## config.mk

```make
export PLATFORM = sky130hd
export DESIGN_NAME = char_fifo_port
export DESIGN_NICKNAME = d
export VERILOG_FILES = /design/src/rtl/cfp_pkg.sv /design/src/rtl/char_fifo.sv /design/src/rtl/cfp_ctrl.sv /design/src/rtl/char_fifo_port.sv
export SDC_FILE = /design/constraint.sdc
export NUM_CORES = 1
export LEC_CHECK = 0
export BUFFER_PORTS_ARGS = -buffer_cell sky130_fd_sc_hd__buf_2
export CAP_MARGIN = 25
export CORE_AREA = 2 2 122 171
export CTS_BUF_LIST = sky130_fd_sc_hd__clkbuf_4 sky130_fd_sc_hd__clkbuf_8
export CTS_CLUSTER_DIAMETER = 150
export DETAILED_ROUTE_END_ITERATION = 6
export DIE_AREA = 0 0 124 173
export PLACE_DENSITY = 0.95
export SLEW_MARGIN = 15
export SYNTH_ARGS = -nofsm -noshare
export SYNTH_HDL_FRONTEND = slang
export SYNTH_SLANG_ARGS = --single-unit
```

## constraint.sdc

```tcl
create_clock -name clk -period 3.8 [get_ports clk]
set_input_delay 0.57 -clock clk [delete_from_list [all_inputs] [get_ports clk]]
set_output_delay 0.57 -clock clk [all_outputs]
set_load 0.02 [all_outputs]
```

## src/rtl/cfp_pkg.sv

```systemverilog
package cfp_pkg;
  // bit positions inside the two bus words
  localparam int unsigned CHAR_LSB  = 0;
  localparam int unsigned RD_OK_BIT = 15;
  localparam int unsigned CNT_LSB   = 16;
  localparam int unsigned EN_RD_BIT = 0;
  localparam int unsigned EN_WR_BIT = 1;
  localparam int unsigned PD_RD_BIT = 8;
  localparam int unsigned PD_WR_BIT = 9;
  localparam int unsigned ACT_BIT   = 10;

  typedef enum logic {
    WORD_CHAR = 1'b0,
    WORD_CTRL = 1'b1
  } word_e;
endpackage

```

## src/rtl/char_fifo.sv

```systemverilog
module char_fifo #(
  parameter int unsigned DEPTH = 16,
  parameter int unsigned WIDTH = 8,
  localparam int unsigned AW = $clog2(DEPTH),
  localparam int unsigned CW = AW + 1
) (
  input  logic             clk,
  input  logic             rst_n,
  input  logic             push,
  input  logic [WIDTH-1:0] din,
  input  logic             pop,
  output logic [WIDTH-1:0] dout,
  output logic [CW-1:0]    count,
  output logic             full,
  output logic             empty
);
  logic [WIDTH-1:0] mem [DEPTH];
  logic [AW-1:0]    wp, rp;
  logic             do_push, do_pop;

  assign full    = (count == CW'(DEPTH));
  assign empty   = (count == '0);
  assign do_push = push && !full;
  assign do_pop  = pop && !empty;
  assign dout    = mem[rp];

  always_ff @(posedge clk) begin
    if (do_push) mem[wp] <= din;
  end

  always_ff @(posedge clk) begin
    if (!rst_n) begin
      wp    <= '0;
      rp    <= '0;
      count <= '0;
    end else begin
      if (do_push) wp <= wp + 1'b1;
      if (do_pop)  rp <= rp + 1'b1;
      case ({do_push, do_pop})
        2'b10:   count <= count + 1'b1;
        2'b01:   count <= count - 1'b1;
        default: count <= count;
      endcase
    end
  end
endmodule

```

## src/rtl/cfp_ctrl.sv

```systemverilog
module cfp_ctrl #(
  parameter int unsigned DEPTH     = 16,
  parameter int unsigned RX_THRESH = 1,
  parameter int unsigned TX_THRESH = 1,
  localparam int unsigned CW = $clog2(DEPTH) + 1
) (
  input  logic          clk,
  input  logic          rst_n,
  input  logic          ctl_wr,
  input  logic          en_rd_in,
  input  logic          en_wr_in,
  input  logic          act_clr,
  input  logic          host_evt,
  input  logic [CW-1:0] rx_count,
  input  logic [CW-1:0] tx_count,
  output logic          en_rd,
  output logic          en_wr,
  output logic          act,
  output logic          pend_rd,
  output logic          pend_wr,
  output logic          irq
);
  always_ff @(posedge clk) begin
    if (!rst_n) begin
      en_rd <= 1'b0;
      en_wr <= 1'b0;
      act   <= 1'b0;
    end else begin
      if (ctl_wr) begin
        en_rd <= en_rd_in;
        en_wr <= en_wr_in;
      end
      // a transfer in the same cycle beats a clear
      if (host_evt)                act <= 1'b1;
      else if (ctl_wr && act_clr)  act <= 1'b0;
    end
  end

  assign pend_rd = (rx_count >= CW'(RX_THRESH));
  assign pend_wr = (tx_count <  CW'(TX_THRESH));
  assign irq     = (en_rd && pend_rd) || (en_wr && pend_wr);
endmodule

```

## src/rtl/char_fifo_port.sv

```systemverilog
module char_fifo_port
  import cfp_pkg::*;
#(
  parameter int unsigned DEPTH     = 16,
  parameter int unsigned RX_THRESH = 1,
  parameter int unsigned TX_THRESH = 1,
  localparam int unsigned CW = $clog2(DEPTH) + 1
) (
  input  logic        clk,
  input  logic        rst_n,
  input  logic        req,
  input  logic        wr,
  input  logic        word_sel,
  input  logic [31:0] wr_data,
  output logic        rd_valid,
  output logic [31:0] rd_data,
  input  logic        rx_valid,
  output logic        rx_ready,
  input  logic [7:0]  rx_data,
  output logic        tx_valid,
  input  logic        tx_ready,
  output logic [7:0]  tx_data
  ,output logic       irq
);
  logic [7:0]    rx_head;
  logic [CW-1:0] rx_count, tx_count;
  logic          rx_full, rx_empty, tx_full, tx_empty;
  logic          rd_char, wr_char, wr_ctrl, rd_ctrl;
  logic          rx_fire, tx_fire;
  logic          en_rd, en_wr, act_flag, pend_rd, pend_wr;
  logic [CW-1:0] tx_free, rx_left;

  assign rd_char = req && !wr && (word_sel == WORD_CHAR);
  assign rd_ctrl = req && !wr && (word_sel == WORD_CTRL);
  assign wr_char = req &&  wr && (word_sel == WORD_CHAR);
  assign wr_ctrl = req &&  wr && (word_sel == WORD_CTRL);

  assign rx_ready = !rx_full;
  assign rx_fire  = rx_valid && rx_ready;
  assign tx_valid = !tx_empty;
  assign tx_fire  = tx_valid && tx_ready;

  char_fifo #(.DEPTH(DEPTH), .WIDTH(8)) u_rxq (
    .clk(clk), .rst_n(rst_n),
    .push(rx_valid), .din(rx_data),
    .pop(rd_char), .dout(rx_head),
    .count(rx_count), .full(rx_full), .empty(rx_empty)
  );

  char_fifo #(.DEPTH(DEPTH), .WIDTH(8)) u_txq (
    .clk(clk), .rst_n(rst_n),
    .push(wr_char), .din(wr_data[7:0]),
    .pop(tx_ready), .dout(tx_data),
    .count(tx_count), .full(tx_full), .empty(tx_empty)
  );

  cfp_ctrl #(.DEPTH(DEPTH), .RX_THRESH(RX_THRESH), .TX_THRESH(TX_THRESH)) u_ctl (
    .clk(clk), .rst_n(rst_n),
    .ctl_wr(wr_ctrl),
    .en_rd_in(wr_data[EN_RD_BIT]), .en_wr_in(wr_data[EN_WR_BIT]),
    .act_clr(wr_data[ACT_BIT]),
    .host_evt(rx_fire || tx_fire),
    .rx_count(rx_count), .tx_count(tx_count),
    .en_rd(en_rd), .en_wr(en_wr), .act(act_flag),
    .pend_rd(pend_rd), .pend_wr(pend_wr), .irq(irq)
  );

  assign tx_free = CW'(DEPTH) - tx_count;
  assign rx_left = rx_empty ? '0 : rx_count - 1'b1;

  always_ff @(posedge clk) begin
    if (!rst_n) begin
      rd_valid <= 1'b0;
      rd_data  <= '0;
    end else begin
      rd_valid <= rd_char || rd_ctrl;
      if (rd_char) begin
        rd_data <= '0;
        if (!rx_empty) begin
          rd_data[CHAR_LSB +: 8]  <= rx_head;
          rd_data[RD_OK_BIT]      <= 1'b1;
          rd_data[CNT_LSB +: 16]  <= 16'(rx_left);
        end
      end else if (rd_ctrl) begin
        rd_data <= '0;
        rd_data[EN_RD_BIT]     <= en_rd;
        rd_data[EN_WR_BIT]     <= en_wr;
        rd_data[PD_RD_BIT]     <= pend_rd;
        rd_data[PD_WR_BIT]     <= pend_wr;
        rd_data[ACT_BIT]       <= act_flag;
        rd_data[CNT_LSB +: 16] <= 16'(tx_free);
      end
    end
  end
endmodule

```

-- After elaboration in Yosys (flattened, before gate mapping)
Memory sizes are Yosys's and may differ from the RTL's. A register that Yosys moved wholly into a read port is not among the register bits.
Cells that the tools add are included.
- flip-flop bits (word level): 58
- memories: 2
- memory bits (writable): 256
- output and inout port bits: 44
- input port bits: 47
- muxes and demuxes: 16
- bitwise gates (word level): 2
- add/sub/neg operators: 9
- equal/unequal tests: 6
- order comparisons: 2
- reduce and logical (&&, ||, !) cells: 28
- memories (name ; words ; width ; read ports ; clocked after memory_dff ; wr ports ; RTL line ; source):
    u_rxq.mem ; 16 ; 8 ; 1 ; 1 ; 1 ; char_fifo.sv:17 ; logic [WIDTH-1:0] mem [DEPTH];
    u_txq.mem ; 16 ; 8 ; 1 ; 1 ; 1 ; char_fifo.sv:17 ;
- operator list (cell ; count):
    $mux 32 ; 2
    $pmux 5 s2 ; 2
    $add 4x1->4 const B ; 4
    $mux 4 ; 4
    $logic_and 1x1->1 ; 13
    $add 5x1->5 const B ; 2
    $eq 5x5->1 const B ; 2
    $logic_not 5->1 ; 2
    $sub 5x1->5 const B ; 2
    $mux 8 ; 1
    $reduce_bool 2->1 ; 4
    $mux 1 ; 6
    $mux 6 ; 1
    $ge 5x1->1 const B ; 1
    $logic_not 1->1 ; 5
    $lt 5x1->1 const B ; 1
    $sub 5x5->5 const A ; 1
    $eq 2x1->1 const B ; 2
    $eq 2x2->1 const B ; 2
    $logic_or 1x1->1 ; 3
    $not 1->1 ; 2
    $reduce_or 2->1 ; 1

-- Logic depth before layout (Yosys ltp)
Gate-level depths: netlist (run 1).
- depth after elaboration: 6
- mapped depth: 12
- gate-level depth less buffers: 11

-- Modules after synthesis
Synthesis (run 1) repeated with hierarchy kept, for this count alone.
- cell total of the unflattened synthesis: 741
- area, all modules: 13065.0 µm²
- modules (own cells, without submodules) (module ; sequential area each (µm²) ; times used ; area an instance (µm²) ; cells an instance):
    char_fifo ; 4184.0 ; 2 ; 5967.0 ; 307
    char_fifo_port ; 360.3 ; 1 ; 979.7 ; 111
    cfp_ctrl ; 60.1 ; 1 ; 151.4 ; 16

-- Worst setup path after synthesis (run 1)
Ideal clock, no wire load.
- path type: register to register
- from: register u_rxq.count[0]
- to: register u_rxq.count[3]
- cell stages (with the launch flop): 12
- buffers on the path: 1
- path slack: 1184 ps
- data arrival time: 2501 ps
- library setup time: 115 ps
- path through: dfxtp_1 inv_1 ha_1 nand4bb_1 and2_1 clkbuf_1 inv_1 ha_1 or4b_1 a21oi_1 xor2_1 and2_1
- longest elaborated chain between the ends: 5
- elaborated cells on any way between the ends: 12
- classes of those cells: 2 x add/sub; 3 x eq/ne; 1 x mux; 6 x reduce/logical
- RTL lines (element ; RTL line ; source):
    from (decl) ; char_fifo.sv:13 ; output logic [CW-1:0] count,
    from (signal assigned) ; char_fifo.sv:40 ; 2'b10: count <= count + 1'b1;
    from (signal assigned) ; char_fifo.sv:41 ; 2'b01: count <= count - 1'b1;
    from (signal assigned) ; char_fifo.sv:42 ; default: count <= count;
    $eq 5x5->1 (*) ; char_fifo.sv:21 ; assign full = (count == CW'(DEPTH));
    $logic_not 1->1 (*) ; n/a ;
    net rx_ready ; char_fifo_port.sv:18 ; output logic rx_ready,
    $logic_and 1x1->1 (*) ; char_fifo.sv:23 ; assign do_push = push && !full;
    $eq 2x1->1 or $eq 2x2->1 (tied branches) ; char_fifo.sv:39 ; case ({do_push, do_pop})
    $pmux 5 s2 or $reduce_bool 2->1 (tied branches) ; n/a ;
Mark *: on every way through the listed nets, which the timed path passes. The rest lies on a longest branch.
A chain may end at the register's enable or synchronous reset.

==> results, run 1 <==
- For this run, the detailed router's first-pass iteration total came to 5.
- The sequential share of power is 52.0%.
- Counting flops with a built-in enable in the synthesized netlist gives 256.
- In this run the worst hold path is classified as primary input to flop.
- The via count of the first global-routing pass is 6903.
- The HPWL after detailed placement is about 16000 µm.
- The total number of vias is 6691.
- The max-slew violation count is 0.
- The register-to-register path setup slack is approximately 850 ps.
- Entering global routing, the biggest net connects 49 pins.
- The path depth of the worst reg2reg path is 8.
- The tool flagged a number of max-cap violations equal to 0.
- The cell internal power dissipation is roughly 5.6 mW.
- The critical path data required time is about 3200 ps.
- Global routing used 23.9% of the available tracks.
- The first routing iteration left approximately 560 violations.
- Once the floorplan was initialized, standard cells occupied 64.2% of the core.
- In this run the power spent charging and discharging nets is ~1.8 mW.
- The post-synthesis sequential element count is 311.
- The top flip-flop cell by instance count after synthesis is sky130_fd_sc_hd__edfxtp_1.
- The first global-routing pass estimated approximately 38000 µm of wire.
- The worst setup path is of the flop to output pin kind.
- For this design the static power due to leakage is a little under 5 nW.
- For the worst setup path, the data arrival time is approximately 2800 ps.
- Yosys printed 0 warnings.
- The number of buffers created by CTS is 44.
- For the pin with the worst max-slew slack, the measured transition is 1040 ps.
- The number of buffers inserted for hold repair after clock tree synthesis is 0.
- For the final routed database, the setup TNS stands at 0 ps.
- In the layout the commonest cells are 256 x sky130_fd_sc_hd__edfxtp_1, 53 x sky130_fd_sc_hd__dfxtp_1, 53 x sky130_fd_sc_hd__clkbuf_8, 52 x sky130_fd_sc_hd__buf_2, 40 x sky130_fd_sc_hd__mux4_2.
- The post-route clock skew is a little under 40 ps.
- Using the TritonRoute via totals, the vias-per-cell ratio works out to between 6 and 7.
- TritonCTS built the clock tree.
- The hold-critical path depth is 4.
- The antenna violation net count after detailed routing is 0.
- The worst hold path terminates at u_ctl.act$_SDFFE_PN0P_.
- The number of failing hold endpoints at the final stage is 0.
- The relative area change from synthesis to final layout is 10.9%.
- The congestion estimate from routability-driven global placement came to about 0.79.
- The total congestion overflow is 0.
- Setup repair after global routing left no endpoint under its margin.
- From left edge to right edge, the die measures approximately 120 µm.
- The fraction of the yosys area taken by sequential cells is between 60% and 70%.
- The cell at the root of the clock tree is sky130_fd_sc_hd__clkbuf_8.
- The final critical path takes up between 80% and 90% of the cycle.
- The mapped netlist covers 12700 µm².
- The number of port buffers is 52.
- After detailed routing, the average wire length per cell comes to 22.9 µm.
- The setup violation total in the final timing report is 0.
- The worst hold slack is ~380 ps.
- The source of the worst register-to-register timing path is u_txq.count[0]$_SDFFE_PN0P_.
- The standard cell core area is roughly 20000 µm².
- The proportion of synthesized flip-flops having asynchronous set or reset is 0%.
- The area of the die is ~21000 µm².
- The standard-cell row count is 61.
- The number of ports placed on the die boundary is 91.
- The worst slew slack as a fraction of its limit is around 30%.
- The flow ran to the end, and the final reports show no timing, DRC or antenna violations.
- Combinational logic burns between 10% and 20% of the power.
- The maximum VDD drop is between 0.0004 and 0.0005 V.
- The start point of the worst hold path is wr_data[10].
- The number of distinct library cells after synthesis is 51.
- The clock-pin slew of the registers on the worst-case setup and hold paths is ~70 ps.
- The highest net fanout along the worst path is 17.
- The leading cell type in the layout, fill and taps excluded is sky130_fd_sc_hd__edfxtp_1.
- The later pin in the worst-skew pair is clocked with a latency of 550 ps.
- The type of element capturing the critical path is an output pin.
- The cell count after synthesis came out at around 730.
- The endpoint identified for the worst register-to-register timing path is u_txq.mem[13][4]$_DFFE_PP_.
- The category of the worst setup path launch point is a flop.
- The deepest level of the CTS H-tree is 2.
- The final antenna diode count is 0.
- The number of antenna violations at the first check in global routing came to 0.
- The number of gates resized after CTS is 0.
- The ratio of cells with drive above 1 in the final layout is 24.2%.
- Power spread over the standard cell area amounts to between 500 and 600 nW/µm².
- The final layout contains routed wiring with a total length of approximately 25000 µm.
- In the routed design, unresolved DRC markers number 0.
- The total setup buffers inserted after CTS is 0.
- The die is about 170 µm tall.
- The number of nets at the end of the flow is ~880.
- The number of clock sinks is approximately 310.
- The timing-limited maximum frequency is 298 MHz.
- The time the worst path needs with I/O delays and setup is between 3000 and 4000 ps.
- The maximum clock path buffer count is 3.
- The mean instance size in the synthesized netlist is about 17 µm².
- The clock network accounts for between 30 and 40% of the total power.
- Net switching is a little under a quarter of the power.
synthesized netlist by cell type (all sizes together) (3+ instances only):
cell,instances,area share [%]
nor3,12,0.51
inv,13,0.38
xor2,10,0.69
nor4,3,0.20
nand2b,5,0.25
nand4b,3,0.21
mux2i,22,1.7
a22oi,13,0.77
mux2,13,1.1
nand3b,3,0.18
nand2,34,1.0
nand3,11,0.43
xnor2,13,0.89
nand4,3,0.15
and2,28,1.4
nor4b,3,0.37
dfxtp,55,8.6
clkbuf,16,0.47
buf,37,2.1
mux4,64,12
a21oi,9,0.35
ha,20,2.0
nor2b,12,0.59
and3,3,0.15
nor2,30,0.88
or3,4,0.20
a21boi,7,0.41
o21ai,13,0.51
edfxtp,256,60
worst max-delay path by stage:
stage	start	end	slack, ps	cells past startpoint
after floorplan	u_rxq.count[0]$_SDFFE_PN0P_	u_rxq.count[3]$_SDFFE_PN0P_	1180	11
after global placement	wr	u_rxq.count[3]$_SDFFE_PN0P_	1020	9
after detailed placement	u_txq.count[0]$_SDFFE_PN0P_	u_txq.mem[13][4]$_DFFE_PP_	870	8
after CTS	flop	tx_data[5]	390	4
after global routing	flop	tx_data[5]	340	4
final	flop	tx_data[7]	450	4
per-layer routing:
metal,GRT usage (%),wire length [µm],part of all wire [%]
met1,27.3,8810,35
met2,44.0,14200,56
met3,3.92,1240,4.9
met4,9.18,914,3.6
met5,0,0,0
cell families after synthesis:
logic type,Yosys count,share of synthesized area (%)
AO/OA/AOI/OAI,50,2.56
AND/OR/NAND/NOR,162,7.09
multiplexers,99,14.9
XOR/XNOR,23,1.58
other,1,0.0294
flip-flops,311,68.9
buffers and inverters,66,2.95
adder cells (fa/ha/maj),20,1.96
power by group through the flow:
stage | clock, mW | combinational (mW) | sequential, mW
after floorplan | 0 | 0.751 | 3.87
after global placement | 0 | 0.875 | 3.91
after detailed placement | 0 | 0.918 | 3.92
after CTS | 2.67 | 0.925 | 3.85
after global routing | 2.81 | 0.991 | 3.86
final | 2.63 | 0.922 | 3.85
layout make-up:
type                    count  area, µm²
clock buffers              68        842
clock inverters            13       70.1
fillers                  1176       5700
inverters                  13       48.8
multi-input cells         369       3640
flip-flops and latches    311       8790
well taps                 252        315
repair buffers             70        440
worst max-delay path, cell delays in order, from the launching register on:
cell	delay (ps)
sky130_fd_sc_hd__dfxtp_2	670
sky130_fd_sc_hd__buf_12	240
sky130_fd_sc_hd__mux4_1	630
sky130_fd_sc_hd__mux4_2	500
sky130_fd_sc_hd__buf_2	180
registers in the layout (all words and copies together), names as in the netlist, named ones only:
| register | flops |
|---|---|
| u_rxq.mem | 128 |
| u_txq.mem | 128 |
| rd_data | 17 |
| u_rxq.count | 5 |
| u_txq.count | 5 |
| u_rxq.rp | 4 |
| u_rxq.wp | 4 |
| u_txq.rp | 4 |
| u_txq.wp | 4 |
| rd_valid | 1 |
| u_ctl.act | 1 |
| u_ctl.en_rd | 1 |
| u_ctl.en_wr | 1 |
stage by stage:
stage          total power [mW]  utilization, %  area, µm²  instances  setup WS (ps)
4_1_cts                    7.45            71.0      14100       1094            386
3_5_place_dp               4.84            66.4      13200       1013            867
2_1_floorplan              4.63               -      12800        746           1180
3_3_place_gp               4.79            66.4      13200       1013           1020
6_report                   7.40            71.3      14100       1096            447
5_1_grt                    7.65            71.3      14100       1096            336
Note: power is estimated with default switching activity, not from simulation.
==> run 2: changes to the inputs <==
--- a/config.mk
+++ b/config.mk
@@ -7,12 +7,12 @@
 export LEC_CHECK = 0
 export BUFFER_PORTS_ARGS = -buffer_cell sky130_fd_sc_hd__buf_2
 export CAP_MARGIN = 25
-export CORE_AREA = 2 2 122 171
+export CORE_AREA = 2 2 109 191
 export CTS_BUF_LIST = sky130_fd_sc_hd__clkbuf_4 sky130_fd_sc_hd__clkbuf_8
 export CTS_CLUSTER_DIAMETER = 150
 export DETAILED_ROUTE_END_ITERATION = 6
-export DIE_AREA = 0 0 124 173
-export PLACE_DENSITY = 0.95
+export DIE_AREA = 0 0 111 193
+export PLACE_DENSITY = 0.84
 export SLEW_MARGIN = 15
 export SYNTH_ARGS = -nofsm -noshare
 export SYNTH_HDL_FRONTEND = slang
==> results, run 2 (same netlist as run 1, synthesis figures left out) <==
- The run finished with clean final reports.
- The clock insertion delay at the later pin of the skew report is 550 ps (about the same).
- The deepest level of the CTS H-tree is 2 (unchanged).
- The antenna violation net count after detailed routing is 0 (unchanged).
- The time the worst path needs with I/O delays and setup is 3190 ps (-163 ps).
- The pin count of the biggest net entering global routing was 49 (unchanged).
- The violation count after the first detailed-route iteration is 424 (-25%).
- The number of clock sinks is 311 (unchanged).
- The critical path is of the flop to output pin type.
- The max-slew violation count is 0 (unchanged).
- The instance area at placement is 13200 µm² (about the same).
- The standard cell core area is 19900 µm² (+0.50%).
- The final HPWL from detailed placement is 16700 µm (+1.7%).
- The routed length per placed instance is 22.5 µm (-1.8%).
- The number of nets at the end of the flow is 876 (unchanged).
- The maximum clock path buffer count was 3 (unchanged).
- The final instance area is 14100 µm² (-0.20%).
- The leading cell type in the layout, fill and taps excluded is sky130_fd_sc_hd__edfxtp_1.
- The summed negative setup slack over all endpoints is 0 ps (unchanged).
- The total setup buffers inserted after CTS is 0 (unchanged).
- The initial cell density of the core was 63.9% (-0.32 points).
- The setup violation total in the final timing report is 0 (unchanged).
- The number of buffers inserted for hold repair after clock tree synthesis is 0 (unchanged).
- The post-route clock skew came to 17.1 ps (-21.5 ps).
- The number of detailed-route iterations in the first pass is 5 (unchanged).
- The arrival time at the worst endpoint is 2620 ps (-160 ps).
- The switching power share of the total is 23.3% (-0.65 points).
- The number of ports placed on the die boundary is 91 (unchanged).
- The slew at the pin closest to its max-slew limit is 1070 ps (+30.0 ps).
- The final weighted congestion in routability-driven placement was 0.876 (+11%).
- The number of antenna violations at the first check in global routing is 0 (unchanged).
- The relative area change from synthesis to final layout is 10.7%.
- Setup repair after global routing left no endpoint under its margin.
- The first-pass GRT wire length is 38500 µm (+1.3%).
- The number of port buffers came to 52 (unchanged).
- The combinational cell fraction of total power is 12.6% (about the same).
- The type of element capturing the critical path is an output pin.
- The final antenna diode count came to 0 (unchanged).
- The total congestion overflow came to 0 (unchanged).
- The clock-pin slew of the registers on the worst-case setup and hold paths was 70 ps (about the same).
- The overall routed net length is 24500 µm (-2.3%).
- The via density per instance is 6.10 (about the same).
- The timing-limited maximum frequency is 313 MHz (+5.1%).
- The ratio of cells with drive above 1 in the final layout was 24.1% (-0.090 points).
- The number of max-cap violations is 0 (unchanged).
- The post-route fraction of the period consumed by the critical path is 84.0% (-4.3 points).
- The power per cell area is 524 nW/µm² (+0.21%).
- The worst slew slack as a fraction of its limit came to 28.4% (-2.4 points).
- The total number of vias is 6658 (-0.49%).
- The horizontal die dimension is 111 µm (-10%).
- The vertical extent of the die is 193 µm (+12%).
- The number of buffers created by CTS is 42 (-4.5%).
- The cell internal power dissipation was 5.68 mW (+0.86%).
- The clock tree from TritonCTS is built.
- The maximum VDD drop is 0.000470 V (+16%).
- The number of gates resized after CTS is 0 (unchanged).
- The register-to-register path setup slack is 790 ps (-60 ps).
- The sum of internal, switching and leakage power came to 7.40 mW (about the same).
- The standard-cell row count came to 69 (+13%).
- The area of the die is 21400 µm² (-0.14%).
- In the layout the commonest cells are 256 x sky130_fd_sc_hd__edfxtp_1, 53 x sky130_fd_sc_hd__dfxtp_1, 52 x sky130_fd_sc_hd__buf_2, 46 x sky130_fd_sc_hd__clkbuf_8, 40 x sky130_fd_sc_hd__mux4_2.
- The highest net fanout along the worst path is 32 (+15).
- The critical path data required time is 3230 ps (about the same).
- The kind of path behind the tightest hold check is primary input to flop.
- The number of failing hold endpoints at the final stage is 0 (unchanged).
- The count of filler cells inserted in the layout is 1211 (+3.0%).
- The total routing usage reported by global routing came to 23.6% (-0.37 points).
- The via count of the first global-routing pass was 7086 (+2.7%).
- The worst hold slack is 393 ps (+17.0 ps).
- The sequential share of power is 51.5% (-0.5 points).
- The post-detailed-route DRC marker count was 0 (unchanged).
- The share of power burned in the clock network is 36.0% (+0.4 points).
- The category of the worst setup path launch point is a flop.
- The largest registers in the layout are u_rxq.mem x128, u_txq.mem x128, rd_data x17.
- The switching power summed over all nets is 1.72 mW (-2.7%).
- The leakage power is 4.81 nW (-0.17%).
- The cell at the root of the clock tree is sky130_fd_sc_hd__clkbuf_8.
-- run 2: cell types whose count changed in the layout (fill, tap and decap cells not counted), moves of 2 or more --
cell                        delta
sky130_fd_sc_hd__inv_6         +2
sky130_fd_sc_hd__clkbuf_8      -7
sky130_fd_sc_hd__bufinv_16     +3
sky130_fd_sc_hd__inv_8         -2
sky130_fd_sc_hd__buf_4         +4
sky130_fd_sc_hd__buf_12        -2
-- run 2: power groups by stage --
stage | logic [mW] | registers [mW] | clock network [mW]
floorplan | 0.751 | 3.87 | 0
global placement | 0.887 | 3.87 | 0
finish | 0.931 | 3.81 | 2.66
CTS | 0.935 | 3.81 | 2.71
detailed placement | 0.929 | 3.88 | 0
global route | 1.01 | 3.81 | 2.86
-- run 2: path summary, 6_finish.rpt --
path / startpoint / endpoint / cells past startpoint
worst min register to register: rd_data[8]$_SDFFE_PP0P_ / rd_data[8]$_SDFFE_PP0P_ / 2
worst min-delay path: rx_data[7] / u_rxq.mem[11][7]$_DFFE_PP_ / 1
worst max-delay path: flop / tx_data[2] / 4
worst max register to register: u_txq.count[0]$_SDFFE_PN0P_ / u_txq.mem[11][1]$_DFFE_PP_ / 8
-- run 2: per-layer routing --
layer	track usage, %	part of all wire, %	vias to the layer above
li1	-	-	2988
met1	24.8	33	3382
met2	45.9	59	223
met3	3.25	3.9	65
met4	11.6	3.7	0
met5	0	0	-
-- run 2: layout make-up --
type | instances | area (µm²) | share of cell area (%)
tap | 248 | 310 | 2.20
timing repair buffer | 72 | 418 | 2.96
clock inverter | 16 | 158 | 1.12
multi-input combinational | 369 | 3640 | 25.8
clock buffer | 62 | 753 | 5.34
inverter | 13 | 48.8 | 0.346
sequential | 311 | 8790 | 62.3
-- run 2: worst max-delay path, stage by stage (launching register included) --
cell and delay, ps:
sky130_fd_sc_hd__dfxtp_2 310, sky130_fd_sc_hd__buf_4 430, sky130_fd_sc_hd__mux4_1 660, sky130_fd_sc_hd__mux4_2 480, sky130_fd_sc_hd__buf_2 180
-- run 2: per-stage QoR --
step | util [%] | std cells | setup slack (ps)
after floorplan | - | 746 | 1180
after global placement | 66.1 | 1012 | 877
after detailed placement | 66.1 | 1012 | 768
after CTS | 70.7 | 1090 | 557
after global routing | 70.8 | 1091 | 507
final | 70.8 | 1091 | 610
